`config.mk`:
```
export PLATFORM = sky130hd
export DESIGN_NAME = lmod_encoder
export DESIGN_NICKNAME = d
export VERILOG_FILES = /design/src/rtl/lmod_pkg.sv /design/src/rtl/lmod_rate_gen.sv /design/src/rtl/lmod_fsk_gen.sv /design/src/rtl/lmod_psk_gen.sv /design/src/rtl/lmod_encoder.sv
export SDC_FILE = /design/constraint.sdc
export NUM_CORES = 1
export LEC_CHECK = 0
export ABC_AREA = 0
export CAP_MARGIN = 20
export CORE_ASPECT_RATIO = 0.75
export CORE_MARGIN = 5
export CORE_UTILIZATION = 29
export CTS_CLUSTER_DIAMETER = 80
export DETAILED_ROUTE_END_ITERATION = 12
export DONT_BUFFER_PORTS = 1
export SLEW_MARGIN = 15
export SYNTH_ARGS = -nofsm -noshare
export SYNTH_HDL_FRONTEND = slang
export SYNTH_SLANG_ARGS = --single-unit
```
`constraint.sdc`:
```
create_clock -name clk -period 4.85 [get_ports clk]
set_input_delay 0.485 -clock clk [delete_from_list [all_inputs] [get_ports clk]]
set_output_delay 0.485 -clock clk [all_outputs]
set_load 0.05 [all_outputs]
```
`src/rtl/lmod_pkg.sv`:
```
package lmod_pkg;

  typedef enum logic [3:0] {
    CODE_NRZ        = 4'd0,
    CODE_MANCH      = 4'd1,
    CODE_BIPH_ONE   = 4'd2,
    CODE_BIPH_ZERO  = 4'd3,
    CODE_FSK_A      = 4'd4,
    CODE_FSK_B      = 4'd5,
    CODE_FSK_A_SWAP = 4'd6,
    CODE_FSK_B_SWAP = 4'd7,
    CODE_PSK_CHG    = 4'd8,
    CODE_PSK_ONE    = 4'd9,
    CODE_PSK_RISE   = 4'd10
  } coding_e;

  // Legacy bit period in field clocks
  function automatic logic [7:0] legacy_period(input logic [2:0] code);
    logic [7:0] p;
    case (code)
      3'd0:    p = 8'd8;
      3'd1:    p = 8'd16;
      3'd2:    p = 8'd32;
      3'd3:    p = 8'd40;
      3'd4:    p = 8'd50;
      3'd5:    p = 8'd64;
      3'd6:    p = 8'd100;
      default: p = 8'd128;
    endcase
    return p;
  endfunction

  // FSK subcarrier period for the active data bit
  function automatic logic [3:0] fsk_divisor(input logic [3:0] code, input logic b);
    logic [3:0] d;
    case (code)
      CODE_FSK_A:      d = b ? 4'd8  : 4'd5;
      CODE_FSK_B:      d = b ? 4'd8  : 4'd10;
      CODE_FSK_A_SWAP: d = b ? 4'd5  : 4'd8;
      CODE_FSK_B_SWAP: d = b ? 4'd10 : 4'd8;
      default:         d = 4'd8;
    endcase
    return d;
  endfunction

endpackage

```
`src/rtl/lmod_rate_gen.sv`:
```
module lmod_rate_gen #(
  parameter int NW = 6,
  parameter int PW = NW + 2
) (
  input  logic          clk,
  input  logic          rst_n,
  input  logic          fc_en,
  input  logic          ext_mode,
  input  logic [NW-1:0] rate_n,
  input  logic [2:0]    rate_code,
  output logic [PW-1:0] phase,
  output logic [PW-1:0] half,
  output logic          last
);
  import lmod_pkg::*;

  logic [PW-1:0] period;
  logic [PW-1:0] ph_q, ph_d;

  always_comb begin
    if (ext_mode) period = (PW'(rate_n) << 1) + PW'(2);
    else          period = PW'(legacy_period(rate_code));
  end

  assign last  = (ph_q == period - PW'(1));
  assign half  = period >> 1;
  assign phase = ph_q;

  always_comb begin
    ph_d = ph_q;
    if (fc_en) begin
      if (last) ph_d = '0;
      else      ph_d = ph_q + PW'(1);
    end
  end

  always_ff @(posedge clk or negedge rst_n) begin
    if (!rst_n) ph_q <= '0;
    else        ph_q <= ph_d;
  end

endmodule

```
`src/rtl/lmod_fsk_gen.sv`:
```
module lmod_fsk_gen #(
  parameter int CW = 4
) (
  input  logic       clk,
  input  logic       rst_n,
  input  logic       fc_en,
  input  logic       restart,
  input  logic [3:0] coding,
  input  logic       cur_bit,
  output logic       wave
);
  import lmod_pkg::*;

  logic [CW-1:0] div;
  logic [CW-1:0] sc_q, sc_d;

  assign div  = CW'(fsk_divisor(coding, cur_bit));
  assign wave = (sc_q < (div >> 1));

  always_comb begin
    sc_d = sc_q;
    if (fc_en) begin
      if (restart || (sc_q == div - CW'(1))) sc_d = '0;
      else                                   sc_d = sc_q + CW'(1);
    end
  end

  always_ff @(posedge clk or negedge rst_n) begin
    if (!rst_n) sc_q <= '0;
    else        sc_q <= sc_d;
  end

endmodule

```
`src/rtl/lmod_psk_gen.sv`:
```
module lmod_psk_gen (
  input  logic       clk,
  input  logic       rst_n,
  input  logic       fc_en,
  input  logic       advance,
  input  logic [3:0] coding,
  input  logic [1:0] psk_sel,
  input  logic [2:0] phase_lo,
  input  logic       cur_bit,
  input  logic       next_bit,
  output logic       wave
);
  import lmod_pkg::*;

  logic flip_q, flip_d;
  logic toggle;
  logic carrier;

  always_comb begin
    case (coding)
      CODE_PSK_CHG:  toggle = cur_bit ^ next_bit;
      CODE_PSK_ONE:  toggle = next_bit;
      CODE_PSK_RISE: toggle = ~cur_bit & next_bit;
      default:       toggle = 1'b0;
    endcase
  end

  always_comb begin
    case (psk_sel)
      2'd0:    carrier = ~phase_lo[0];
      2'd1:    carrier = ~phase_lo[1];
      default: carrier = ~phase_lo[2];
    endcase
  end

  assign wave = carrier ^ flip_q;

  always_comb begin
    flip_d = flip_q;
    if (fc_en && advance && toggle) flip_d = ~flip_q;
  end

  always_ff @(posedge clk or negedge rst_n) begin
    if (!rst_n) flip_q <= 1'b0;
    else        flip_q <= flip_d;
  end

endmodule

```
`src/rtl/lmod_encoder.sv`:
```
module lmod_encoder #(
  parameter int NW = 6
) (
  input  logic          clk,
  input  logic          rst_n,
  input  logic          fc_en,
  input  logic          bit_in,
  input  logic          inv_en,
  input  logic          ext_mode,
  input  logic [NW-1:0] rate_n,
  input  logic [2:0]    rate_code,
  input  logic [3:0]    coding,
  input  logic [1:0]    psk_sel,
  output logic          mod_out,
  output logic          bit_strobe
);
  import lmod_pkg::*;

  localparam int PW = NW + 2;

  logic [PW-1:0] phase, half;
  logic          last;
  logic          boundary;
  logic          next_bit;
  logic          cur_q, cur_d;
  logic          lvl_q, lvl_d;
  logic          mark;
  logic          second_half;
  logic          fsk_wave, psk_wave;

  lmod_rate_gen #(.NW(NW), .PW(PW)) u_rate (
    .clk(clk), .rst_n(rst_n), .fc_en(fc_en), .ext_mode(ext_mode),
    .rate_n(rate_n), .rate_code(rate_code),
    .phase(phase), .half(half), .last(last)
  );

  assign boundary    = fc_en & last;
  assign bit_strobe  = boundary;
  assign next_bit    = bit_in ^ inv_en;
  assign second_half = (phase >= half);
  assign mark        = (coding == CODE_BIPH_ONE) ? cur_q : ~cur_q;

  lmod_fsk_gen #(.CW(4)) u_fsk (
    .clk(clk), .rst_n(rst_n), .fc_en(fc_en), .restart(boundary),
    .coding(coding), .cur_bit(cur_q), .wave(fsk_wave)
  );

  lmod_psk_gen u_psk (
    .clk(clk), .rst_n(rst_n), .fc_en(fc_en), .advance(boundary),
    .coding(coding), .psk_sel(psk_sel), .phase_lo(phase[2:0]),
    .cur_bit(cur_q), .next_bit(next_bit), .wave(psk_wave)
  );

  always_comb begin
    cur_d = cur_q;
    lvl_d = lvl_q;
    if (boundary) begin
      cur_d = next_bit;
      lvl_d = ~(lvl_q ^ mark);
    end
  end

  always_ff @(posedge clk or negedge rst_n) begin
    if (!rst_n) begin
      cur_q <= 1'b0;
      lvl_q <= 1'b0;
    end else begin
      cur_q <= cur_d;
      lvl_q <= lvl_d;
    end
  end

  always_comb begin
    case (coding)
      CODE_NRZ:        mod_out = cur_q;
      CODE_MANCH:      mod_out = second_half ? cur_q : ~cur_q;
      CODE_BIPH_ONE,
      CODE_BIPH_ZERO:  mod_out = lvl_q ^ (second_half & mark);
      CODE_FSK_A,
      CODE_FSK_B,
      CODE_FSK_A_SWAP,
      CODE_FSK_B_SWAP: mod_out = fsk_wave;
      CODE_PSK_CHG,
      CODE_PSK_ONE,
      CODE_PSK_RISE:   mod_out = psk_wave;
      default:         mod_out = 1'b0;
    endcase
  end

endmodule

```
==> flow_metrics.env, run 1 <==
export IMPL_die_area_um2=7920
export IMPL_synth_seq_cells=15
export IMPL_nets=251
export IMPL_outcome="completed"
export IMPL_fin_hold_ws_ns=0.317
export IMPL_report_final_slew_viol_count=0
export IMPL_critPathRequiredTime_ns=4.37
export IMPL_cts_made_buffers=3
export IMPL_drive_above_1_share=0.0563
export IMPL_drt_total_wl_um=3800
export IMPL_hold_start="fc_en"
export IMPL_hold_class="input pin to flip-flop"
export IMPL_grt_first_pass_wirelength_um=6840
export IMPL_path_cells="nor2b_1 -> a22o_1 -> inv_1 -> ha_1 -> xor2_1 -> xnor2_1 -> nor4_1 -> nand4_1 -> a31oi_4 -> and2_1"
export IMPL_routabilityCongestion=0.751
export IMPL_peakVddDrop_mv=0.235
export IMPL_routed_via_density=5.12
export IMPL_rr_startpoint="u_rate.phase[3]"
export IMPL_drtAntennaViolNets=0
export IMPL_drv_cap=0
export IMPL_synth_area_um2=1800
export IMPL_antenna_found_initial=0
export IMPL_clock_fmax_mhz=283
export IMPL_skew_ns=0.00591
export IMPL_track_usage=0.102
export IMPL_min_period_ns=3.53
export IMPL_layout_setup_ws_ns=1.32
export IMPL_synth_nets=255
export IMPL_clkTransAtPathRegs_ns=0.07
export IMPL_worstSetupEndpointType="output port"
export IMPL_layout_area_overhead_vs_synth_pct=5.69
export IMPL_ys_flop_type="dfrtp_1"
export IMPL_crit_type="input pin to output port"
export IMPL_grt_max_degree=20
export IMPL_cp_data_arrival_time_ns=3.05
export IMPL_rsz0062_at_grt="no"
export IMPL_drt_first_pass_iters=5
export IMPL_die_h_um=78.3
export IMPL_cts_buffer_depth=2
export IMPL_yosys_area_top_type="dfrtp_1"
export IMPL_synth_area_leaders="dfrtp_1 (21%), ha_1 (11%), xnor2_1 (6.8%)"
export IMPL_crit_slowest_cell="and2_1"
export IMPL_ys_seq_area_frac=0.208
export IMPL_postLayoutCoreUtil=0.322
export IMPL_ys_warn_count=0
export IMPL_root_buffer="clkbuf_8"
export IMPL_fin_crit_sh=0.728
export IMPL_post_synth_num_cell_types=53
export IMPL_syn_inst=218
export IMPL_io_pins=23
export IMPL_grt_ovfl_total=0
export IMPL_slew_headroom=0.352
export IMPL_hold_depth=1
export IMPL_placed_area_um2=1850
export IMPL_worst_pin_slew_ns=0.966
export IMPL_holdPathEnd="u_rate.phase[0]"
export IMPL_final_cell_mix="ha_1 (16), dfrtp_1 (15), nor2_1 (14), xnor2_1 (14), nand3_1 (13)"
export IMPL_drcViolationCount=0
export IMPL_netlist_area_leader_share=0.208
export IMPL_setup_violations_final=0
export IMPL_ctsResizeCount=0
export IMPL_fin_setup_tns_ns=0
export IMPL_numPortBuffers=0
export IMPL_worstPathMaxFanout=12
export IMPL_antenna_cells=0
export IMPL_wire_per_inst_um=13.1
export IMPL_cts_tree="yes"
export IMPL_cts_sinks=15
export IMPL_first_global_vias=1409
export IMPL_drt_iter0_drc=64
export IMPL_num_vias=1490
export IMPL_power_density_nw_per_um2=390
export IMPL_final_common_cell="ha_1"
export IMPL_critical_path_reg2reg_endpoint="cur_q"
export IMPL_initial_core_util=0.305
export IMPL_max_stage_delay_ns=0.60
export IMPL_async_flop_share=1.00
export IMPL_reg2reg_slack_ns=2.08
export IMPL_clkLatencyLatePin_ns=0.25
export IMPL_synth_edf_count=0
export IMPL_core_um2=5920
export IMPL_htree_num_levels=1
export IMPL_hpwlAfterDp_um=2950
export IMPL_finalHoldViolations=0
export IMPL_start_kind="input pin"
export IMPL_final_cell_area_um2=1910
export IMPL_pre_cts_ws_ns=1.30
export IMPL_leakage_nw=0.767
export IMPL_die_w_um=101
export IMPL_synth_area_per_cell_um2=8.28
export IMPL_row_count=24
export IMPL_ff2ff_path_depth=7
==> metrics by stage <==
step                cells  power (mW)
floorplan             218       0.568
global placement      286       0.631
detailed placement    286       0.638
CTS                   291       0.747
global route          291       0.823
finish                291       0.744
==> how the worst max path moves through the flow <==
stage                      start          to  slack (ns)  cells past startpoint
finish              rate_code[2]  bit_strobe        1.32                     10
global route        rate_code[2]  bit_strobe        1.02                     10
CTS                 rate_code[2]  bit_strobe        1.30                     10
detailed placement  rate_code[2]       cur_q        1.30                     10
global placement    rate_code[2]       cur_q        1.34                     10
floorplan               ext_mode     mod_out        0.97                     13
==> flip-flops by register name (all words and copies together) (netlist names) <==
name	count
lvl_q	1
u_rate.phase	8
u_psk.flip_q	1
u_fsk.sc_q	4
cur_q	1
==> where the power goes <==
group | internal (mW) | switching, mW | total, mW | leakage (nW)
Sequential | 0.175 | 0.0972 | 0.272 | 0.183
Clock | 0.0583 | 0.0469 | 0.105 | 0.0228
Combinational | 0.195 | 0.172 | 0.367 | 0.561
==> Yosys cell counts, drive strengths merged, types with 2 or more instances <==
library cell,n
nand2,12
xnor2,14
dfrtp,15
and2,2
a21oi,8
nand3,13
mux2i,4
o21ai,14
nand3b,2
nand4,2
a22o,4
o22ai,3
buf,6
nor2b,10
nor2,14
a22oi,2
a21o,3
ha,16
or3,3
a211oi,4
xor2,10
and3,4
mux2,2
nor3b,5
clkbuf,4
nor4,2
nand2b,4
nor3,8
inv,12
==> final cells by class <==
cell class,count,area [µm²]
well taps,78,97.6
repair buffers,1,10.0
flip-flops and latches,15,375
inverters,12,45.0
clock buffers,4,45.0
fillers,602,4010
multi-input cells,181,1330
==> cell families after synthesis <==
kind of cell | share of synthesized area
and+or+nand+nor | 0.262
buffers and inverters | 0.0555
muxes | 0.0347
adders and majority gates | 0.111
DFF | 0.208
xor gates and xnor gates | 0.130
AOI/OAI and AO/OA | 0.199
==> critical path: cells and delay by family <==
family                   cells  cell delay (ns)
AO/OA/AOI/OAI                2             0.62
XOR/XNOR                     2             0.29
adder cells (fa/ha/maj)      1             0.22
buffers and inverters        1             0.06
AND/OR/NAND/NOR              4             1.36
==> repair_timing <==
action / in CTS / in global routing
hold buffers: 1 / 0
hold endpoints to repair: 15 / 0
setup buffers: 0 / 0
==> layer usage <==
layer / vias to the layer above / share of wire / GRT usage
met5: - / 0 / 0
met4: 0 / 0.0061 / 0.0159
met3: 7 / 0.027 / 0.0230
met2: 17 / 0.44 / 0.153
met1: 687 / 0.53 / 0.151
li1: 779 / - / -
No activity file was read; power rests on OpenSTA's default activity.
==> run 2: changes to the inputs <==
clock period = 3.14 ns   (was 4.85 ns; I/O delays follow)
==> run 2 against run 1 <==
  * Worst hold slack lost 0.17 ns
  * Die area is the same
  * Final cell count increased by 1.0%
  * Largest cell class unchanged
  * First-iteration DRC count grew 23%
  * Via count up 0.54%
==> flow_metrics.env, run 2 (same netlist as run 1, synthesis figures left out) <==
export IMPL_outcome="completed"
export IMPL_die_w_um=101
export IMPL_first_global_vias=1425
export IMPL_wire_per_inst_um=13.1
export IMPL_row_count=24
export IMPL_crit_slowest_cell="dfrtp_2"
export IMPL_nets=254
export IMPL_slew_headroom=0.527
export IMPL_grt_max_degree=20
export IMPL_routed_via_density=5.10
export IMPL_critPathRequiredTime_ns=2.83
export IMPL_peakVddDrop_mv=0.180
export IMPL_antenna_found_initial=0
export IMPL_drt_total_wl_um=3850
export IMPL_num_vias=1498
export IMPL_core_um2=5920
export IMPL_drcViolationCount=0
export IMPL_final_common_cell="ha_1"
export IMPL_clkTransAtPathRegs_ns=0.06
export IMPL_die_area_um2=7920
export IMPL_clock_fmax_mhz=339
export IMPL_rr_startpoint="cur_q"
export IMPL_power_density_nw_per_um2=596
export IMPL_numPortBuffers=0
export IMPL_drtAntennaViolNets=0
export IMPL_postCtsSetupBuffers=0
export IMPL_path_cells="xor2_1 -> nor3b_2 -> nor2b_2 -> inv_2 -> ha_1 -> o21ai_0 -> nand2b_1 -> a2111oi_1 -> a21oi_1 -> o31ai_2 -> buf_4"
export IMPL_reg2reg_slack_ns=0.52
export IMPL_final_cell_area_um2=1940
export IMPL_cts_sinks=15
export IMPL_cts_tree="yes"
export IMPL_hold_class="input pin to flip-flop"
export IMPL_clkLatencyLatePin_ns=0.25
export IMPL_antenna_cells=0
export IMPL_layout_area_overhead_vs_synth_pct=7.56
export IMPL_grt_first_pass_wirelength_um=6800
export IMPL_final_cell_mix="ha_1 (16), nor2_1 (14), xnor2_1 (14), dfrtp_1 (14), nand3_1 (13)"
export IMPL_root_buffer="clkbuf_8"
export IMPL_drt_first_pass_iters=4
export IMPL_min_period_ns=2.95
export IMPL_start_kind="flip-flop"
export IMPL_finalHoldViolations=0
export IMPL_cts_buffer_depth=2
export IMPL_htree_num_levels=1
export IMPL_grt_ovfl_total=0
export IMPL_leakage_nw=0.786
export IMPL_initial_core_util=0.305
export IMPL_hpwlAfterDp_um=2960
export IMPL_track_usage=0.101
export IMPL_largest_reg_flops=8
export IMPL_worst_pin_slew_ns=0.708
export IMPL_skew_ns=0.00306
export IMPL_drv_cap=0
export IMPL_cts_made_buffers=3
export IMPL_worstPathMaxFanout=8
export IMPL_cp_top_family="compound AO/OA/AOI/OAI gates"
export IMPL_routabilityCongestion=0.830
export IMPL_report_final_slew_viol_count=0
export IMPL_startpoint="cur_q"
export IMPL_max_stage_delay_ns=0.47
export IMPL_cp_data_arrival_time_ns=2.63
export IMPL_crit_type="flip-flop to output port"
export IMPL_die_h_um=78.3
export IMPL_placed_area_um2=1870
export IMPL_critPathBufInv=2
export IMPL_p_total_mw=1.16
export IMPL_drt_iter0_drc=79
export IMPL_hold_start="fc_en"
export IMPL_drive_above_1_share=0.0880
export IMPL_io_pins=23
export IMPL_fin_crit_sh=0.938
export IMPL_setup_violations_final=0
export IMPL_worstSetupEndpointType="output port"
run 2: worst register-to-register path, stage by stage, from the launching register on:
cell and delay [ns]:
dfrtp_2 0.47, xor2_1 0.18, nor3b_2 0.21, nor2b_2 0.20, inv_2 0.07, ha_1 0.20
xor2_1 0.15, or3_1 0.32, a211oi_2 0.36, nor3_1 0.08, mux2_2 0.27
run 2: timing repair:
| action | in CTS | in global routing |
|---|---|---|
| hold endpoints to repair | 15 | 0 |
| hold buffers | 1 | 0 |
| endpoints found under the setup margin | 0 | 1 |
| resized for setup | 0 | 4 |
run 2: metrics by stage:
| stage | hold WS, ns | worst slack [ns] | util | std cells | setup TNS [ns] |
|---|---|---|---|---|---|
| CTS | 0.141 | 0.0645 | 0.326 | 294 | 0 |
| global route | 0.140 | -0.00940 | 0.328 | 294 | -0.00940 |
| finish | 0.144 | 0.193 | 0.328 | 294 | 0 |
| floorplan | 0.0184 | 0.0263 | - | 218 | 0 |
| detailed placement | 0.0192 | 0.351 | 0.317 | 289 | 0 |
| global placement | 0.0192 | 0.369 | 0.317 | 289 | 0 |
run 2: area by class of cell:
class / count / area, µm²
clock buffer: 3 / 41.3
multi-input combinational: 181 / 1340
fill: 622 / 3980
sequential: 15 / 377
inverter: 12 / 45.0
clock inverter: 1 / 5.00
tap: 78 / 97.6
timing repair buffer: 4 / 32.5
run 2: worst paths after layout:
kind,end,cells past startpoint
worst min register to register,u_psk.flip_q,1
worst min-delay path,u_rate.phase[0],1
max in group asynchronous,cur_q,1
worst max register to register,u_fsk.sc_q[0],10
worst max-delay path,mod_out,11
min in group asynchronous,u_rate.phase[3],1
run 2: power by group:
part | total (mW) | internal (mW) | switching, mW
Sequential | 0.419 | 0.271 | 0.148
Combinational | 0.577 | 0.311 | 0.265
Clock | 0.161 | 0.0880 | 0.0726
Total | 1.16 | 0.670 | 0.486
run 2: routing by layer:
metal / vias up / wire (µm) / share of wire / global-route usage
li1: 784 / - / - / -
met1: 693 / 2010 / 0.52 / 0.147
met2: 19 / 1680 / 0.44 / 0.154
met3: 2 / 150 / 0.039 / 0.0292
met4: 0 / 12 / 0.0031 / 0.00797
met5: - / 0 / 0 / 0
==> run 3: changes to the inputs <==
GPL_TIMING_DRIVEN = 0   (was unset)
==> run 3 against run 2 <==
  * Maximum frequency rose by 0.37%
  * Core utilization is 0.55 points higher
  * First-iteration DRC count increased by 15%
  * Highest routed layer is now met3
  * Final cell count increased by 1.7%
  * Die area did not move
  * Combinational power up 5.5%
  * Global-route usage down 0.097 points
  * Register-to-register slack barely moved
  * Non-clock buffer count increased by 5
  * Sequential cell count unchanged
  * Final area grew 1.7%
==> flow_metrics.env, run 3 (same netlist as run 1, synthesis figures left out) <==
export IMPL_outcome="completed"
export IMPL_drt_total_wl_um=3860
export IMPL_grt_busiest_layer="met2"
export IMPL_rr_startpoint="cur_q"
export IMPL_peakVddDrop_mv=0.189
export IMPL_fin_setup_tns_ns=0
export IMPL_io_pins=23
export IMPL_cts_tree="yes"
export IMPL_wire_per_inst_um=12.9
export IMPL_hold_depth=1
export IMPL_final_cell_area_um2=1970
export IMPL_comb_power_share=0.523
export IMPL_grt_ovfl_total=0
export IMPL_reg2reg_slack_ns=0.52
export IMPL_drive_above_1_share=0.0769
export IMPL_num_vias=1517
export IMPL_intPower_mw=0.673
export IMPL_worstPathMaxFanout=19
export IMPL_met3_usage=0.0266
export IMPL_row_count=24
export IMPL_crit_type="input pin to output port"
export IMPL_first_global_vias=1419
export IMPL_fin_crit_sh=0.935
export IMPL_layout_area_overhead_vs_synth_pct=9.36
export IMPL_worst_pin_slew_ns=0.712
export IMPL_drcViolationCount=0
export IMPL_track_usage=0.100
export IMPL_numPortBuffers=0
export IMPL_postLayoutCoreUtil=0.334
export IMPL_core_um2=5920
export IMPL_largest_reg_flops=8
export IMPL_power_density_nw_per_um2=590
export IMPL_multi_input_area_um2=1350
export IMPL_antenna_found_initial=0
export IMPL_grt_first_pass_wirelength_um=6710
export IMPL_skew_ns=0.000731
export IMPL_hold_start="fc_en"
export IMPL_p_seq_frac=0.340
export IMPL_leakage_nw=0.793
export IMPL_worstSetupEndpointType="output port"
export IMPL_layout_setup_ws_ns=0.204
export IMPL_grt_max_degree=20
export IMPL_antenna_cells=0
export IMPL_report_final_slew_viol_count=0
export IMPL_clkTransAtPathRegs_ns=0.06
export IMPL_finalHoldViolations=0
export IMPL_holdPathEnd="u_fsk.sc_q[0]"
export IMPL_hpwlAfterDp_um=3040
export IMPL_final_cell_mix="ha_1 (16), dfrtp_1 (15), nor2_1 (14), xnor2_1 (14), nand3_1 (13)"
export IMPL_nets=259
export IMPL_drtAntennaViolNets=0
export IMPL_start_kind="input pin"
export IMPL_clock_fmax_mhz=341
export IMPL_rsz0062_at_grt="no"
export IMPL_final_common_cell="ha_1"
export IMPL_die_h_um=78.3
export IMPL_final_seq_area_um2=375
export IMPL_fin_hold_ws_ns=0.224
export IMPL_drt_iter0_drc=91
export IMPL_cts_sinks=15
export IMPL_cp_data_arrival_time_ns=2.62
export IMPL_placed_area_um2=1910
export IMPL_critical_path_reg2reg_endpoint="u_fsk.sc_q[0]"
export IMPL_die_w_um=101
export IMPL_initial_core_util=0.305
export IMPL_slew_headroom=0.524
export IMPL_routabilityCongestion=0.796
export IMPL_cts_buffer_depth=2
export IMPL_setup_violations_final=0
export IMPL_hold_class="input pin to flip-flop"
export IMPL_swShare=0.422
export IMPL_switchingPower_mw=0.491
export IMPL_critPathRequiredTime_ns=2.83
export IMPL_root_buffer="clkbuf_8"
export IMPL_grt_met2_usage=0.157
export IMPL_routed_via_density=5.07
export IMPL_min_period_ns=2.94
export IMPL_htree_num_levels=1
export IMPL_die_area_um2=7920
export IMPL_drv_cap=0
export IMPL_drt_first_pass_iters=4
export IMPL_cts_made_buffers=3
export IMPL_ff2ff_path_depth=10
export IMPL_pre_cts_ws_ns=-0.261
export IMPL_clkPwrFrac=0.137
export IMPL_n_fill_cell=610
export IMPL_postCtsSetupBuffers=0
export IMPL_grtUsageMet1=0.146
export IMPL_clkLatencyLatePin_ns=0.25
run 3: cell types whose count changed in the layout (fill, tap and decap cells not counted), sizes merged:
| cell | delta |
|---|---|
| clkbuf | +5 |
| clkinv | -1 |
| buf | +1 |
run 3: what timing repair did:
| item | in CTS | in global routing |
|---|---|---|
| endpoints found under the hold margin | 15 | 0 |
| setup endpoints to repair | 1 | 1 |
| hold buffers | 1 | 0 |
| gates resized for setup | 1 | 4 |
| pin swaps | 1 | 1 |
run 3: metal layers:
| layer | vias up | wire length (µm) | part of all wire |
|---|---|---|---|
| li1 | 791 | - | - |
| met1 | 710 | 2040 | 0.53 |
| met2 | 16 | 1680 | 0.44 |
| met3 | 0 | 139 | 0.036 |
| met4 | 0 | 0 | 0 |
| met5 | - | 0 | 0 |
run 3: stage by stage:
step,power (mW),std cells
after floorplan,0.880,218
after global placement,0.988,296
after detailed placement,1.00,296
after CTS,1.17,300
after global routing,1.28,299
final,1.16,299
run 3: worst max path at each step:
stage          slack, ns  endpoint  cells past startpoint      from
2_1_floorplan       0.03   mod_out                     13  ext_mode
3_3_place_gp       -0.26   mod_out                     13  ext_mode
3_5_place_dp       -0.26   mod_out                     13  ext_mode
4_1_cts             0.02   mod_out                     11     cur_q
5_1_grt             0.04   mod_out                     12  ext_mode
6_report            0.20   mod_out                     12  ext_mode
run 3: critical path, cell delays in order:
cell and delay [ns]:
clkbuf_4 0.24, nor2_1 0.06, a22o_1 0.24, ha_1 0.27
nand2b_1 0.14, a21o_1 0.17, a21oi_1 0.14, nor2b_1 0.06
o21ai_0 0.15, a21oi_1 0.12, mux2i_1 0.18, o31ai_4 0.52
run 3: area by class of cell:
class / count / area share
buffer: 8 / 0.0247
timing repair buffer: 1 / 0.00507
multi-input combinational: 181 / 0.685
inverter: 12 / 0.0228
sequential: 15 / 0.190
tap: 78 / 0.0495
clock buffer: 4 / 0.0228
run 3: power groups by stage:
stage | sequential, mW | clock (mW) | combinational [mW]
floorplan | 0.358 | 0 | 0.522
global placement | 0.391 | 0 | 0.597
detailed placement | 0.393 | 0 | 0.607
CTS | 0.390 | 0.162 | 0.622
global route | 0.413 | 0.171 | 0.700
finish | 0.396 | 0.159 | 0.609
